**src/rtl/tx_phy_seq_pkg.sv**
```systemverilog
package tx_phy_seq_pkg;

    typedef enum logic [1:0] {
        RES_OK       = 2'd0,
        RES_WR_ERR   = 2'd1,
        RES_LOCK_TMO = 2'd2,
        RES_UNSUP    = 2'd3
    } seq_res_e;

    typedef enum logic [3:0] {
        S_IDLE, S_CHECK, S_PREP, S_QUIET, S_RST_REL, S_RST_SET,
        S_WR_GO, S_WR_WAIT, S_PWR_ON, S_TMDS_LO, S_TMDS_HI,
        S_TX_ON, S_QUIET_OFF, S_LOCK_GO, S_LOCK_WAIT, S_FINISH
    } seq_state_e;

    typedef struct packed {
        logic [7:0]  addr;
        logic [15:0] data;
    } phy_wr_t;

    localparam int unsigned N_WRITES = 9;
    localparam int unsigned N_PASSES = 2;

    // pixel clock band limits in kHz
    localparam int unsigned BAND0_MAX_KHZ = 45250;
    localparam int unsigned BAND1_MAX_KHZ = 92500;
    localparam int unsigned BAND2_MAX_KHZ = 185000;
    localparam int unsigned CUR_A_MAX_KHZ = 58400;
    localparam int unsigned CUR_B_MAX_KHZ = 74250;
    localparam int unsigned CUR_C_MAX_KHZ = 118800;
    localparam int unsigned MAX_KHZ       = 216000;
    localparam int unsigned HIRATE_KHZ    = 148500;

    // PHY register addresses
    localparam logic [7:0] A_CPUMP  = 8'h06;
    localparam logic [7:0] A_GAIN   = 8'h15;
    localparam logic [7:0] A_CURR   = 8'h10;
    localparam logic [7:0] A_PLLBY  = 8'h13;
    localparam logic [7:0] A_MSM    = 8'h17;
    localparam logic [7:0] A_TERM   = 8'h19;
    localparam logic [7:0] A_CKCAL  = 8'h05;
    localparam logic [7:0] A_SYMCTL = 8'h09;
    localparam logic [7:0] A_LEVEL  = 8'h0E;

    localparam logic [15:0] CURR_LO   = 16'h091C;
    localparam logic [15:0] CURR_HI   = 16'h06DC;
    localparam logic [15:0] SYM_HIGH  = 16'h800D;
    localparam logic [15:0] SYM_LOW   = 16'h8009;
    localparam logic [4:0]  LVL_HIGH  = 5'd9;
    localparam logic [4:0]  LVL_LOW   = 5'd13;

    function automatic logic [15:0] cpump_val(input logic [1:0] band);
        unique case (band)
            2'd0: cpump_val = 16'h0051;
            2'd1: cpump_val = 16'h00A1;
            2'd2: cpump_val = 16'h0029;
            default: cpump_val = 16'h0040;
        endcase
    endfunction

    function automatic logic [15:0] gain_val(input logic [1:0] band);
        gain_val = {14'd0, ~band};
    endfunction

endpackage

```
**src/rtl/tx_phy_cfg_rom.sv**
```systemverilog
module tx_phy_cfg_rom
    import tx_phy_seq_pkg::*;
#(
    parameter int unsigned PCLK_W = 18,
    localparam int unsigned IDX_W = $clog2(N_WRITES)
) (
    input  logic [PCLK_W-1:0] khz_i,
    input  logic [IDX_W-1:0]  idx_i,
    output phy_wr_t           wr_o,
    output logic              unsup_o
);

    int unsigned khz;
    logic [1:0]  band;
    logic [15:0] curr;
    logic        hirate;
    logic [4:0]  lvl;

    always_comb begin
        khz = 32'(khz_i);
        if (khz <= BAND0_MAX_KHZ)      band = 2'd0;
        else if (khz <= BAND1_MAX_KHZ) band = 2'd1;
        else if (khz <= BAND2_MAX_KHZ) band = 2'd2;
        else                           band = 2'd3;

        if (khz <= CUR_A_MAX_KHZ)      curr = CURR_LO;
        else if (khz <= CUR_B_MAX_KHZ) curr = CURR_HI;
        else if (khz <= CUR_C_MAX_KHZ) curr = CURR_LO;
        else                           curr = CURR_HI;

        hirate  = (khz > HIRATE_KHZ);
        lvl     = hirate ? LVL_HIGH : LVL_LOW;
        unsup_o = (khz > MAX_KHZ);

        unique case (32'(idx_i))
            0: wr_o = '{addr: A_CPUMP,  data: cpump_val(band)};
            1: wr_o = '{addr: A_GAIN,   data: gain_val(band)};
            2: wr_o = '{addr: A_CURR,   data: curr};
            3: wr_o = '{addr: A_PLLBY,  data: 16'h0000};
            4: wr_o = '{addr: A_MSM,    data: 16'h0008};
            5: wr_o = '{addr: A_TERM,   data: 16'h0004};
            6: wr_o = '{addr: A_CKCAL,  data: 16'h8000};
            7: wr_o = '{addr: A_SYMCTL, data: hirate ? SYM_HIGH : SYM_LOW};
            default: wr_o = '{addr: A_LEVEL, data: {6'd0, lvl, lvl}};
        endcase
    end

endmodule

```
**src/rtl/tx_phy_wr_port.sv**
```systemverilog
module tx_phy_wr_port
    import tx_phy_seq_pkg::*;
#(
    parameter int unsigned TMO_CYC = 1000,
    localparam int unsigned CW = $clog2(TMO_CYC + 1)
) (
    input  logic        clk_i,
    input  logic        rst_ni,
    input  logic        go_i,
    input  phy_wr_t     wr_i,
    input  logic        done_i,
    input  logic        err_i,
    output logic        clr_o,
    output logic        req_o,
    output logic [7:0]  addr_o,
    output logic [15:0] data_o,
    output logic        fin_o,
    output logic        fail_o
);

    typedef enum logic [1:0] {W_IDLE, W_CLR, W_REQ, W_WAIT} wr_state_e;

    wr_state_e   st_q, st_d;
    logic [CW-1:0] cnt_q;
    phy_wr_t     hold_q;

    always_comb begin
        fin_o  = 1'b0;
        fail_o = 1'b0;
        st_d   = st_q;
        unique case (st_q)
            W_IDLE: if (go_i) st_d = W_CLR;
            W_CLR:  st_d = W_REQ;
            W_REQ:  st_d = W_WAIT;
            W_WAIT: begin
                if (err_i) begin
                    fin_o  = 1'b1;
                    fail_o = 1'b1;
                end else if (done_i) begin
                    fin_o  = 1'b1;
                end else if (cnt_q == CW'(TMO_CYC - 1)) begin
                    fin_o  = 1'b1;
                    fail_o = 1'b1;
                end
                if (fin_o) st_d = W_IDLE;
            end
            default: st_d = W_IDLE;
        endcase
    end

    always_ff @(posedge clk_i or negedge rst_ni) begin
        if (!rst_ni) begin
            st_q   <= W_IDLE;
            cnt_q  <= '0;
            hold_q <= '0;
        end else begin
            st_q <= st_d;
            if (st_q == W_IDLE && go_i) hold_q <= wr_i;
            if (st_q == W_WAIT) cnt_q <= cnt_q + 1'b1;
            else                cnt_q <= '0;
        end
    end

    assign clr_o  = (st_q == W_CLR);
    assign req_o  = (st_q == W_REQ);
    assign addr_o = hold_q.addr;
    assign data_o = hold_q.data;

endmodule

```
**src/rtl/tx_phy_lock_poll.sv**
```systemverilog
module tx_phy_lock_poll #(
    parameter int unsigned POLL_CYC = 1000,
    parameter int unsigned POLLS    = 4,
    localparam int unsigned CW = $clog2(POLL_CYC + 1),
    localparam int unsigned PW = $clog2(POLLS + 1)
) (
    input  logic clk_i,
    input  logic rst_ni,
    input  logic go_i,
    input  logic lock_i,
    output logic ok_o,
    output logic fail_o
);

    logic          act_q;
    logic [CW-1:0] cyc_q;
    logic [PW-1:0] polls_q;
    logic          at_poll;

    assign at_poll = act_q && (cyc_q == '0);
    assign ok_o    = at_poll && lock_i;
    assign fail_o  = at_poll && !lock_i && (polls_q == PW'(POLLS));

    always_ff @(posedge clk_i or negedge rst_ni) begin
        if (!rst_ni) begin
            act_q   <= 1'b0;
            cyc_q   <= '0;
            polls_q <= '0;
        end else if (go_i) begin
            act_q   <= 1'b1;
            cyc_q   <= '0;
            polls_q <= '0;
        end else if (ok_o || fail_o) begin
            act_q <= 1'b0;
        end else if (act_q) begin
            if (cyc_q == CW'(POLL_CYC - 1)) begin
                cyc_q   <= '0;
                polls_q <= polls_q + 1'b1;
            end else begin
                cyc_q <= cyc_q + 1'b1;
            end
        end
    end

endmodule

```
**src/rtl/tx_phy_seq.sv**
```systemverilog
module tx_phy_seq
    import tx_phy_seq_pkg::*;
#(
    parameter int unsigned PCLK_W     = 18,
    parameter int unsigned CLK_HZ     = 200_000_000,
    parameter int unsigned WR_TMO_US  = 1000,
    parameter int unsigned POLL_US    = 1000,
    parameter int unsigned LOCK_POLLS = 4
) (
    input  logic              clk_i,
    input  logic              rst_ni,
    input  logic              start_i,
    input  logic [PCLK_W-1:0] pclk_khz_i,
    input  logic              lock_i,
    input  logic              wr_done_i,
    input  logic              wr_err_i,
    output logic              wr_clr_o,
    output logic              wr_req_o,
    output logic [7:0]        wr_addr_o,
    output logic [15:0]       wr_data_o,
    output logic              den_pol_o,
    output logic              if_sel_o,
    output logic              pwr_en_o,
    output logic              tmds_en_o,
    output logic              txpwron_o,
    output logic              pddq_o,
    output logic              phy_rst_o,
    output logic              busy_o,
    output logic              done_o,
    output logic [1:0]        status_o
);

    localparam int unsigned CYC_PER_US = (CLK_HZ / 1_000_000 > 0) ? CLK_HZ / 1_000_000 : 1;
    localparam int unsigned WR_TMO_CYC = WR_TMO_US * CYC_PER_US;
    localparam int unsigned POLL_CYC   = POLL_US * CYC_PER_US;
    localparam int unsigned IDX_W      = $clog2(N_WRITES);
    localparam int unsigned PASS_W     = $clog2(N_PASSES);

    seq_state_e        state_q, state_d;
    logic [IDX_W-1:0]  idx_q, idx_d;
    logic [PASS_W-1:0] pass_q, pass_d;
    logic [PCLK_W-1:0] pclk_q, pclk_d;
    seq_res_e          res_q, res_d;

    phy_wr_t cur_wr;
    logic    unsup;
    logic    wr_fin, wr_fail;
    logic    lk_ok, lk_fail;

    tx_phy_cfg_rom #(.PCLK_W(PCLK_W)) u_rom (
        .khz_i   (pclk_q),
        .idx_i   (idx_q),
        .wr_o    (cur_wr),
        .unsup_o (unsup)
    );

    tx_phy_wr_port #(.TMO_CYC(WR_TMO_CYC)) u_wr (
        .clk_i  (clk_i),
        .rst_ni (rst_ni),
        .go_i   (state_q == S_WR_GO),
        .wr_i   (cur_wr),
        .done_i (wr_done_i),
        .err_i  (wr_err_i),
        .clr_o  (wr_clr_o),
        .req_o  (wr_req_o),
        .addr_o (wr_addr_o),
        .data_o (wr_data_o),
        .fin_o  (wr_fin),
        .fail_o (wr_fail)
    );

    tx_phy_lock_poll #(.POLL_CYC(POLL_CYC), .POLLS(LOCK_POLLS)) u_lock (
        .clk_i  (clk_i),
        .rst_ni (rst_ni),
        .go_i   (state_q == S_LOCK_GO),
        .lock_i (lock_i),
        .ok_o   (lk_ok),
        .fail_o (lk_fail)
    );

    // next-state logic
    always_comb begin
        state_d = state_q;
        idx_d   = idx_q;
        pass_d  = pass_q;
        pclk_d  = pclk_q;
        res_d   = res_q;
        unique case (state_q)
            S_IDLE: if (start_i) begin
                pclk_d  = pclk_khz_i;
                state_d = S_CHECK;
            end
            S_CHECK: if (unsup) begin
                res_d   = RES_UNSUP;
                state_d = S_FINISH;
            end else begin
                res_d   = RES_OK;
                pass_d  = '0;
                state_d = S_PREP;
            end
            S_PREP:    state_d = S_QUIET;
            S_QUIET:   state_d = S_RST_REL;
            S_RST_REL: state_d = S_RST_SET;
            S_RST_SET: begin
                idx_d   = '0;
                state_d = S_WR_GO;
            end
            S_WR_GO:   state_d = S_WR_WAIT;
            S_WR_WAIT: if (wr_fin) begin
                if (wr_fail) begin
                    res_d   = RES_WR_ERR;
                    state_d = S_FINISH;
                end else if (idx_q == IDX_W'(N_WRITES - 1)) begin
                    state_d = S_PWR_ON;
                end else begin
                    idx_d   = idx_q + 1'b1;
                    state_d = S_WR_GO;
                end
            end
            S_PWR_ON:    state_d = S_TMDS_LO;
            S_TMDS_LO:   state_d = S_TMDS_HI;
            S_TMDS_HI:   state_d = S_TX_ON;
            S_TX_ON:     state_d = S_QUIET_OFF;
            S_QUIET_OFF: state_d = S_LOCK_GO;
            S_LOCK_GO:   state_d = S_LOCK_WAIT;
            S_LOCK_WAIT: if (lk_ok) begin
                if (pass_q == PASS_W'(N_PASSES - 1)) begin
                    res_d   = RES_OK;
                    state_d = S_FINISH;
                end else begin
                    pass_d  = pass_q + 1'b1;
                    state_d = S_PREP;
                end
            end else if (lk_fail) begin
                res_d   = RES_LOCK_TMO;
                state_d = S_FINISH;
            end
            S_FINISH: state_d = S_IDLE;
            default:  state_d = S_IDLE;
        endcase
    end

    // state register
    always_ff @(posedge clk_i or negedge rst_ni) begin
        if (!rst_ni) begin
            state_q <= S_IDLE;
            idx_q   <= '0;
            pass_q  <= '0;
            pclk_q  <= '0;
            res_q   <= RES_OK;
        end else begin
            state_q <= state_d;
            idx_q   <= idx_d;
            pass_q  <= pass_d;
            pclk_q  <= pclk_d;
            res_q   <= res_d;
        end
    end

    // control outputs
    always_ff @(posedge clk_i or negedge rst_ni) begin
        if (!rst_ni) begin
            den_pol_o <= 1'b0;
            if_sel_o  <= 1'b0;
            pwr_en_o  <= 1'b0;
            tmds_en_o <= 1'b0;
            txpwron_o <= 1'b0;
            pddq_o    <= 1'b1;
            phy_rst_o <= 1'b0;
            done_o    <= 1'b0;
            status_o  <= RES_OK;
        end else begin
            done_o <= 1'b0;
            unique case (state_q)
                S_PREP: begin
                    den_pol_o <= 1'b1;
                    if_sel_o  <= 1'b0;
                    tmds_en_o <= 1'b0;
                    pwr_en_o  <= 1'b0;
                end
                S_QUIET: begin
                    txpwron_o <= 1'b0;
                    pddq_o    <= 1'b1;
                end
                S_RST_REL:   phy_rst_o <= 1'b0;
                S_RST_SET:   phy_rst_o <= 1'b1;
                S_PWR_ON:    pwr_en_o  <= 1'b1;
                S_TMDS_LO:   tmds_en_o <= 1'b0;
                S_TMDS_HI:   tmds_en_o <= 1'b1;
                S_TX_ON:     txpwron_o <= 1'b1;
                S_QUIET_OFF: pddq_o    <= 1'b0;
                S_FINISH: begin
                    done_o   <= 1'b1;
                    status_o <= res_q;
                end
                default: ;
            endcase
        end
    end

    assign busy_o = (state_q != S_IDLE);

endmodule

```
**config.mk**
```make
export PLATFORM = sky130hd
export DESIGN_NAME = tx_phy_seq
export DESIGN_NICKNAME = d
export VERILOG_FILES = /design/src/rtl/tx_phy_seq_pkg.sv /design/src/rtl/tx_phy_cfg_rom.sv /design/src/rtl/tx_phy_wr_port.sv /design/src/rtl/tx_phy_lock_poll.sv /design/src/rtl/tx_phy_seq.sv
export SDC_FILE = /design/constraint.sdc
export NUM_CORES = 1
export LEC_CHECK = 0
export BUFFER_PORTS_ARGS = -buffer_cell sky130_fd_sc_hd__buf_2
export CORE_ASPECT_RATIO = 0.75
export CORE_MARGIN = 2
export CORE_UTILIZATION = 59
export DETAILED_ROUTE_END_ITERATION = 10
export HOLD_SLACK_MARGIN = 0.05
export PLACE_DENSITY = 0.8
export SETUP_SLACK_MARGIN = 0.15
export SLEW_MARGIN = 20
export SYNTH_ARGS = -nofsm -noshare
export SYNTH_HDL_FRONTEND = slang
export SYNTH_SLANG_ARGS = --single-unit
```
**constraint.sdc**
```tcl
create_clock -name clk_i -period 2.9 [get_ports clk_i]
set_clock_uncertainty 0.1 [all_clocks]
set_input_delay 0 -clock clk_i [delete_from_list [all_inputs] [get_ports clk_i]]
set_output_delay 0 -clock clk_i [all_outputs]
set_load 0.01 [all_outputs]
```
# == Yosys cells after proc, flatten, opt, wreduce, memory -nomap -nowiden ==
# Index checks and enable logic that the tools add are counted.
# Widths: inputs -> output; s select.
# totals
ff_bits,104
latchBits,0
ramBits,0
rom_bits,0
inputBits,24
output_inout_bits,37
wordCells,172
n_memories,0
# op_classes
n_addsub,5
multipliers,0
div_mod_pow,0
n_lt_le_gt_ge,8
eq_ne,43
n_shift,0
n_mux,62
bitwise,1
n_reduce_logical,33
# op_table
operator,n
$pmux 21 s8,1
$mux 18,5
$pmux 4 s16,1
$le 18x17->1 const B,3
$mux 4,11
$add 18x1->18 const B,2
$eq 18x18->1 const B,2
$eq 4x4->1 const B,9
$gt 18x18->1 const B,2
$le 18x16->1 const B,2
$eq 4x3->1 const B,8
$mux 16,2
$pmux 8 s3,1
$mux 2,10
$reduce_bool 2->1,10
$le 18x18->1 const B,1
$logic_not 18->1,1
$mux 3,6
$eq 4x2->1 const B,4
$mux 1,15
$mux 12,1
$ne 2x1->1 const B,6
$pmux 1 s2,6
$reduce_and 3->1,3
25 further kinds,40

# == Depth between registers and ports, before layout ==
# Gate-level depths: netlist of the first run.
# logic_depth
word_depth,8
mapped_depth,11
ltp_nobuf,9

# == Hierarchy ==
# Synthesis of the first run repeated with hierarchy kept, for this count alone.
# hier_totals
hier_cells,624
hier_area_um2,6159.7
# modules_own_cells
module,instances,cells_each,area_per_inst_um2
tx_phy_wr_port,1,169,2062.0
tx_phy_seq,1,156,1805.5
tx_phy_lock_poll,1,150,1380.1
tx_phy_cfg_rom,1,149,912.1

# == Worst setup path before layout of the first run ==
# No wires, ideal clock.
# synth_path
path_kind,register to register
startpoint,reg pclk_q[4]
endpoint,reg u_wr.hold_q (netlist bit u_wr.data_o[7])
setup_time_ns,0.134
t_arrival_ns,2.172
required_ns,2.666
path_slack_ns,0.494
path_stages_with_launch,11
cell_sequence,dfrtp_1 clkbuf_1 or4_1 o211a_1 o2111ai_1 nand3_1 nand2_1 inv_1 ha_1 a311oi_1 o22ai_1
# synth_between
elab_chain_cells,7
elab_cells_between_ends,19
classes_between,order compare (7); eq/ne (2); mux (9); reduce/logical (1)
# synth_lines
item,line,rtl
start: declaration,tx_phy_seq.sv:42,"logic [PCLK_W-1:0] pclk_q, pclk_d;"
start signal: assignment,tx_phy_seq.sv:155,pclk_q <= pclk_d;
$le 18x18->1,tx_phy_cfg_rom.sv:23,else if (khz <= BAND2_MAX_KHZ) band = 2'd2;
$mux 1,tx_phy_cfg_rom.sv:23,
$mux 2,tx_phy_cfg_rom.sv:22,else if (khz <= BAND1_MAX_KHZ) band = 2'd1;
$mux 2,tx_phy_cfg_rom.sv:21,if (khz <= BAND0_MAX_KHZ) band = 2'd0;
"$eq 2x2->1, or another cell as far along",tx_phy_seq_pkg.sv:53,unique case (band)
$pmux 8 s3,tx_phy_seq_pkg.sv:53,
$pmux 21 s8 (*),tx_phy_cfg_rom.sv:35,unique case (32'(idx_i))
end signal: assignment,tx_phy_wr_port.sv:58,if (st_q == W_IDLE && go_i) hold_q <= wr_i;
end: declaration,tx_phy_wr_port.sv:25,phy_wr_t hold_q;
# Mark *: on every way between the ends. The rest lies on a longest branch, timed or not.
# A chain may end at the register's enable or synchronous reset.

# == Worst setup path in the final report of the first run ==
# layout_path
startpoint,reg u_lock.cyc_q[0]
endpoint,reg state_q[1]
# layout_between
elab_chain_cells,6
elab_cells_between_ends,9
classes_between,eq/ne (1); mux (2); reduce/logical (6)
# layout_lines
item,line,rtl
start: declaration,tx_phy_lock_poll.sv:16,logic [CW-1:0] cyc_q;
start signal: assignment,tx_phy_lock_poll.sv:40,cyc_q <= cyc_q + 1'b1;
$logic_not 18->1 (*),tx_phy_lock_poll.sv:20,assign at_poll = act_q && (cyc_q == '0);
$logic_and 1x1->1 (*),tx_phy_lock_poll.sv:20,
$logic_and 1x1->1 (2 in series),tx_phy_lock_poll.sv:22,assign fail_o = at_poll && !lock_i && (polls_q == PW'(POLLS));
$ne 3x1->1 (no line),-,
$reduce_and 3->1 (no line),-,
end signal: assignment,tx_phy_seq.sv:152,state_q <= state_d;
end: declaration,tx_phy_seq.sv:39,"seq_state_e state_q, state_d;"
# Marked as above.

==> results of run 1 <==
[metal layers]
metal  GRT usage (%)  vias to the layer above
met4            7.91                        0
met1            39.0                     2314
li1                -                     2329
met3            6.30                       29
met2            40.0                      231
met5               0                        -
[registers in the layout (all words and copies together) (netlist names)]
signal	count
u_wr.addr_o	5
idx_q	4
u_lock.polls_q	3
den_pol_o	1
u_wr.st_q	2
pddq_o	1
tmds_en_o	1
u_wr.cnt_q	18
u_lock.act_q	1
res_q	2
done_o	1
status_o	2
pwr_en_o	1
txpwron_o	1
pass_q	1
pclk_q	18
u_lock.cyc_q	18
phy_rst_o	1
u_wr.data_o	12
state_q	4
[kinds of logic (layout without fill, tap and decap cells)]
group,count (synthesis),after routing,share of synthesized area (%)
AO/OA/AOI/OAI,127,127,14.8
buffers and inverters,63,124,4.85
adder cells (fa/ha/maj),18,18,3.99
AND/OR/NAND/NOR,262,262,24.6
multiplexers,21,21,4.17
flip-flops,97,97,43.0
XOR/XNOR,29,29,4.50
other,1,7,0.0664
[worst paths after layout]
kind                            depth (start not counted)             end            start  slack (ns)
worst min-delay path                                    2  u_wr.data_o[6]           rst_ni        0.08
worst max-delay path                                    8      state_q[1]  u_lock.cyc_q[0]        0.24
worst min register to register                          1       den_pol_o        den_pol_o        0.35
min in group clk_i                                      3      pclk_q[13]   pclk_khz_i[13]        0.32
max in group asynchronous                               3          pddq_o           rst_ni        1.81
worst max register to register                          8      state_q[1]  u_lock.cyc_q[0]        0.24
[layout by cell type (no fill, tap or decap), drive strengths merged, types with 5 or more instances in the layout]
cell / instances
nand4: 16
dlygate4sd3: 23
clkbuf: 13
dfrtp: 96
a21o: 5
conb: 7
inv: 17
nand2: 65
xnor2: 14
ha: 18
o211ai: 6
nand3: 30
o31ai: 11
o21ai: 35
buf: 68
a21oi: 26
and4: 5
nor2b: 7
xor2: 15
mux2: 20
nor3: 17
a31oi: 8
nor2: 57
and3: 8
nor4: 9
and2: 19
[metrics by stage]
stage | area, sq um | utilization [%] | setup WS, ns | power (uW) | cells
3_3_place_gp | 5990 | 65.5 | 0.333 | 4450 | 774
2_1_floorplan | 5670 | - | 0.494 | 3850 | 624
4_1_cts | 6510 | 71.1 | 0.209 | 5740 | 812
3_5_place_dp | 5990 | 65.5 | 0.239 | 4550 | 774
5_1_grt | 6540 | 71.4 | 0.131 | 6220 | 813
6_report | 6540 | 71.4 | 0.240 | 5790 | 813
[cell type report]
class	count	area share, %
repair buffers	91	9.33
clock inverters	2	0.191
flip-flops and latches	97	37.2
well taps	128	2.45
clock buffers	13	4.13
inverters	18	1.03
multi-input cells	464	45.7
[cells in the mapped netlist, types with 3 or more instances]
cell / instances / area, sq um
a211oi_1: 3 / 22.5
a21o_1: 5 / 37.5
a21oi_1: 25 / 125
a31oi_1: 8 / 50.1
a41oi_1: 3 / 26.3
and2_1: 18 / 113
and3_1: 7 / 43.8
and4_1: 5 / 43.8
and4b_1: 3 / 30.0
buf_4: 9 / 67.6
clkbuf_1: 32 / 120
dfrtp_1: 96 / 2400
ha_1: 18 / 225
inv_1: 17 / 63.8
mux2_2: 20 / 225
nand2_1: 65 / 244
nand2b_1: 4 / 25.0
nand3_1: 30 / 150
nand3b_1: 3 / 22.5
nand4_1: 16 / 100
nand4b_1: 3 / 26.3
nor2_1: 57 / 214
nor2b_1: 7 / 43.8
nor3_1: 17 / 85.1
nor4_1: 6 / 37.5
nor4bb_1: 4 / 40.0
o2111ai_1: 3 / 26.3
o211ai_1: 6 / 45.0
o21a_1: 3 / 22.5
o21ai_0: 35 / 175
o31ai_1: 10 / 75.1
o41ai_1: 3 / 26.3
or4_1: 3 / 22.5
xnor2_1: 14 / 123
xor2_1: 15 / 131
[report_power, final]
part	switching, uW	total [uW]	internal, uW	leakage (uW)
Combinational	1340	2350	1010	0.00157
Sequential	569	2310	1740	0.00126
Clock	486	1130	646	0.000138
[timing repair]
item / in CTS / in global routing
hold endpoints to repair: 59 / 0
setup buffers: 0 / 1
hold buffers: 23 / 0
setup endpoints to repair: 0 / 3
resized for setup: 0 / 7
[worst max-delay path, delay by kind of cell, from the launching register on]
kind	cells	cell delay, ns
simple gates	4	1.30
compound gates	2	0.46
flops	1	0.43
fa+ha+maj	1	0.14
buf+inv	1	0.10
==> flow_metrics.py, run 1 <==
metrics = {
    "run_status": {
        "status": "complete, no violations",
    },
    "global_routing": {
        "grt_pass1_vias": 4547,
        "antenna_found_initial": 0,
        "grt-ovfl-total": 0,
        "grt_usage_pct": 26.8,
        "grt_max_degree": 41,
        "grt_pass1_wl_um": 21900,
    },
    "min_path": {
        "hp-class": "input port to asynchronous set/reset pin",
    },
    "clock_tree": {
        "clock_latency_ns": 0.34,
        "htreeDepth": 3,
        "cts_root_buf": "clkbuf_16",
        "clkSlewWorstSetupHoldPaths_ns": 0.06,
        "cts_made_buffers": 9,
        "cts_tree": "built",
        "clk_path_buf_depth": 2,
        "cts.sinks": 97,
    },
    "finish": {
        "diodes": 0,
        "multi_input_area_sq_mm": 0.00299,
        "area_growth_pct": 15.9,
        "drive_gt1_share_pct": 17.4,
        "register_area_sq_mm": 0.00243,
        "nFillCells": 709,
        "nets": 723,
    },
    "critical_path": {
        "max_stage_delay_ns": 0.45,
        "crit_chain": "inv_1 -> ha_1 -> nor4b_2 -> nand4_1 -> o31ai_4 -> or3b_4 -> a21oi_2 -> or3b_1",
        "slowest_stage": "or3b_4",
        "start_kind": "register",
        "cp.arrival_ns": 2.78,
        "cp_max_fo": 5,
        "critPathKind": "register to register",
        "crit_required_ns": 3.02,
        "cp-end-kind": "register",
    },
    "timing": {
        "drv_slew": 0,
        "relSlewSlack_pct": 51.1,
        "period_share_pct": 91.7,
        "timing.hold.ws_ns": 0.0754,
        "fin_tns_setup_ns": 0,
        "hold_violations": 0,
        "worst_pin_slew_ns": 0.727,
        "rsz0062_at_grt": "true",
        "period_needed_ns": 2.66,
        "setup-violations-final": 0,
        "fmax_ghz": 0.376,
    },
    "routing": {
        "wire_per_inst_um": 16.3,
        "drtAntennaViolNets": 0,
        "vias": 4903,
        "met1_length_um": 6110,
        "avgViaCountPerCell": 6.03,
        "dr_wl_met3_um": 930,
        "dr.pass1.iters": 5,
        "drtIter0Drc": 492,
        "wl_met2_um": 5990,
        "routed_wl_um": 13200,
        "routed.top_layer": "met4",
        "drc": 0,
    },
    "synth": {
        "synthDistinctLibCells": 72,
        "synthFlopType": "dfrtp_1",
        "syn-mean-instance-area_sq_um": 9.13,
        "syn_inst": 618,
        "yosysWarnings": 0,
        "ys_seq_area_share_pct": 43.0,
        "ys_ff_latch": 97,
        "async_reset_ff_share_pct": 100,
        "synth_edf_count": 0,
        "syn_area_sq_mm": 0.00565,
    },
    "floorplanning": {
        "start_util_pct": 61.6,
        "fp.dieH_um": 88.7,
        "num_rows": 30,
        "die_w_um": 117,
        "io_pins": 61,
        "die-area_sq_mm": 0.0104,
        "core-area_sq_mm": 0.00916,
    },
    "placed_design": {
        "portBuffers": 53,
        "dp_hpwl_um": 9140,
        "gp_congestion": 0.940,
    },
    "pwr": {
        "power.density_mw_per_mm2": 885,
        "leakage_uw": 0.00296,
        "ir_worst_vdd_mv": 0.524,
    },
    "job": {
        "cap_violations": 0,
    },
}
Power figures use the tool's default switching activity.
==> run 2, diff against run 1 <==
Settings changed: CAP_MARGIN set to 20, CORE_UTILIZATION 59 to 54, PLACE_DENSITY 0.8 to 0.77.
Clock period 2.9 ns to 2.3 ns, I/O delays scaled along.
==> run 2 against run 1 <==
The flow now finishes with violations (setup timing); sequential share of layout area down 4.6 points; utilization rose by 1.5 points; clock power grew 36%; routed wire length grew 18%; non-clock buffer count rose by 66; sequential power grew 16%; fmax is 7.0% higher; register-to-register slack got worse by 0.43 ns; clock-buffer cell count is 2 lower; design area is 14% higher; largest power group unchanged.
==> flow_metrics.py, run 2 (synthesis results as in run 1) <==
metrics = {
    "run_status": {
        "status": "finished, violations left",
        "violations": "setup timing",
    },
    "timing": {
        "layout_setup_ws_ns": -0.186,
        "period_share_pct": 108,
        "drv_slew": 0,
        "fin_tns_setup_ns": -0.792,
        "hold_violations": 0,
        "period_needed_ns": 2.49,
        "relSlewSlack_pct": 56.2,
        "worst_pin_slew_ns": 0.656,
        "fmax_ghz": 0.402,
        "setup-violations-final": 9,
        "rsz0062_at_grt": "true",
    },
    "critical_path": {
        "cp-end-kind": "register",
        "critPathKind": "register to register",
        "cp.arrival_ns": 2.62,
        "crit_required_ns": 2.43,
        "start_kind": "register",
        "cp_max_fo": 3,
    },
    "placed_design": {
        "dp_hpwl_um": 10300,
        "gp_congestion": 0.960,
        "portBuffers": 53,
        "pre_cts_slack_ns": -0.170,
    },
    "pwr": {
        "netSwitchingPower_uw": 3570,
        "swShare_pct": 41.2,
        "leakage_uw": 0.00338,
        "clkPwrFrac_pct": 17.8,
        "p_int_uw": 5090,
        "power.density_mw_per_mm2": 1160,
        "seq_power_share_pct": 31.1,
        "p_comb_share_pct": 51.1,
        "total_power_uw": 8660,
        "ir_worst_vdd_mv": 0.727,
    },
    "finish": {
        "largest_registers": "pclk_q (18), u_lock.cyc_q (18), u_wr.cnt_q (18)",
        "mostFrequentLayoutCell": "dfrtp_1",
        "mostFrequentLayoutCells": "93 x dfrtp_1, 75 x buf_4, 64 x nand2_1, 55 x nor2_1, 53 x buf_2",
        "nets": 789,
        "drive_gt1_share_pct": 32.4,
        "area_growth_pct": 32.3,
        "nFillCells": 754,
        "diodes": 0,
        "register_area_sq_mm": 0.00243,
        "multi_input_area_sq_mm": 0.00336,
    },
    "routing": {
        "drc": 0,
        "vias": 5425,
        "wire_per_inst_um": 17.5,
        "dr.pass1.iters": 5,
        "routed_wl_um": 15600,
        "drtIter0Drc": 531,
        "drtAntennaViolNets": 0,
        "avgViaCountPerCell": 6.11,
    },
    "clock_tree": {
        "htreeDepth": 3,
        "cts_tree": "built",
        "cts_made_buffers": 9,
        "clock_latency_ns": 0.35,
        "clk_path_buf_depth": 2,
        "cts_root_buf": "clkbuf_16",
        "cts.sinks": 97,
        "clkSlewWorstSetupHoldPaths_ns": 0.07,
    },
    "global_routing": {
        "grt-ovfl-total": 0,
        "antenna_found_initial": 0,
        "grt_pass1_wl_um": 24400,
        "grt_usage_pct": 27.3,
        "grt_max_degree": 51,
        "grt_pass1_vias": 4919,
    },
    "floorplanning": {
        "start_util_pct": 55.1,
        "core-area_sq_mm": 0.0102,
        "die_w_um": 122,
        "num_rows": 32,
        "fp.dieH_um": 92.6,
        "io_pins": 61,
        "die-area_sq_mm": 0.0113,
    },
    "job": {
        "cap_violations": 0,
    },
    "min_path": {
        "hp-class": "input port to asynchronous set/reset pin",
    },
}
run 2: changes by cell type in the layout (fill, tap and decap cells not counted), sizes merged:
| cell | delta |
|---|---|
| buf | +66 |
| clkinv | +3 |
| clkbuf | -2 |
| bufinv | +1 |
| clkinvlp | -1 |
run 2: layout make-up:
cell class / count / area share [%]
clock buffers: 11 / 3.38
multi-input cells: 464 / 45.0
well taps: 136 / 2.28
clock inverters: 5 / 0.720
flip-flops and latches: 97 / 32.6
inverters: 18 / 0.904
repair buffers: 157 / 15.2
run 2: final timing paths:
path	from	slack, ns	cells past startpoint	end
max reg2reg	u_lock.cyc_q[0]	-0.19	8	state_q[1]
min reg2reg	den_pol_o	0.36	1	den_pol_o
max in group asynchronous	rst_ni	1.24	3	pddq_o
max	u_lock.cyc_q[0]	-0.19	8	state_q[1]
min	rst_ni	0.11	2	u_wr.data_o[11]
min in group clk_i	pclk_khz_i[12]	0.32	3	pclk_q[12]
run 2: worst max-delay path, cell delays in order (launching register included):
cell and delay, ns:
dfrtp_1 0.39, inv_2 0.08, ha_4 0.13, nor4b_4 0.25, nand4_1 0.24, o31ai_2 0.27
or3b_4 0.43, a21oi_2 0.13, or3b_1 0.35
run 2: per-layer routing:
metal	up-vias	wire, um	global-route usage, %
li1	2458	-	-
met4	0	228	6.90
met3	30	1220	5.23
met2	279	7330	42.3
met5	-	0	0
met1	2658	6780	39.6
run 2: power groups by stage:
stage	registers (uW)	clock network, uW	logic, uW
finish	2690	1540	4430
global route	2740	1660	4790
CTS	2640	1570	4040
detailed placement	2660	0	3640
global placement	2620	0	3560
floorplan	2600	0	2300
run 2: metrics by stage:
stage / hold slack (ns) / instance area [sq um] / cells / util [%]
floorplan: -0.396 / 5700 / 624 / -
global placement: -0.0358 / 6450 / 838 / 63.0
detailed placement: -0.0312 / 6450 / 838 / 63.0
CTS: 0.147 / 7190 / 880 / 70.2
global route: 0.172 / 7470 / 888 / 72.9
finish: 0.110 / 7470 / 888 / 72.9
run 2: what timing repair did:
item,4_1_cts,5_1_grt
hold buffers,23,0
setup buffers,3,7
gates resized for setup,38,47
setup endpoints to repair,24,35
endpoints found under the hold margin,70,0
gates cloned,0,1
pin swaps,12,25
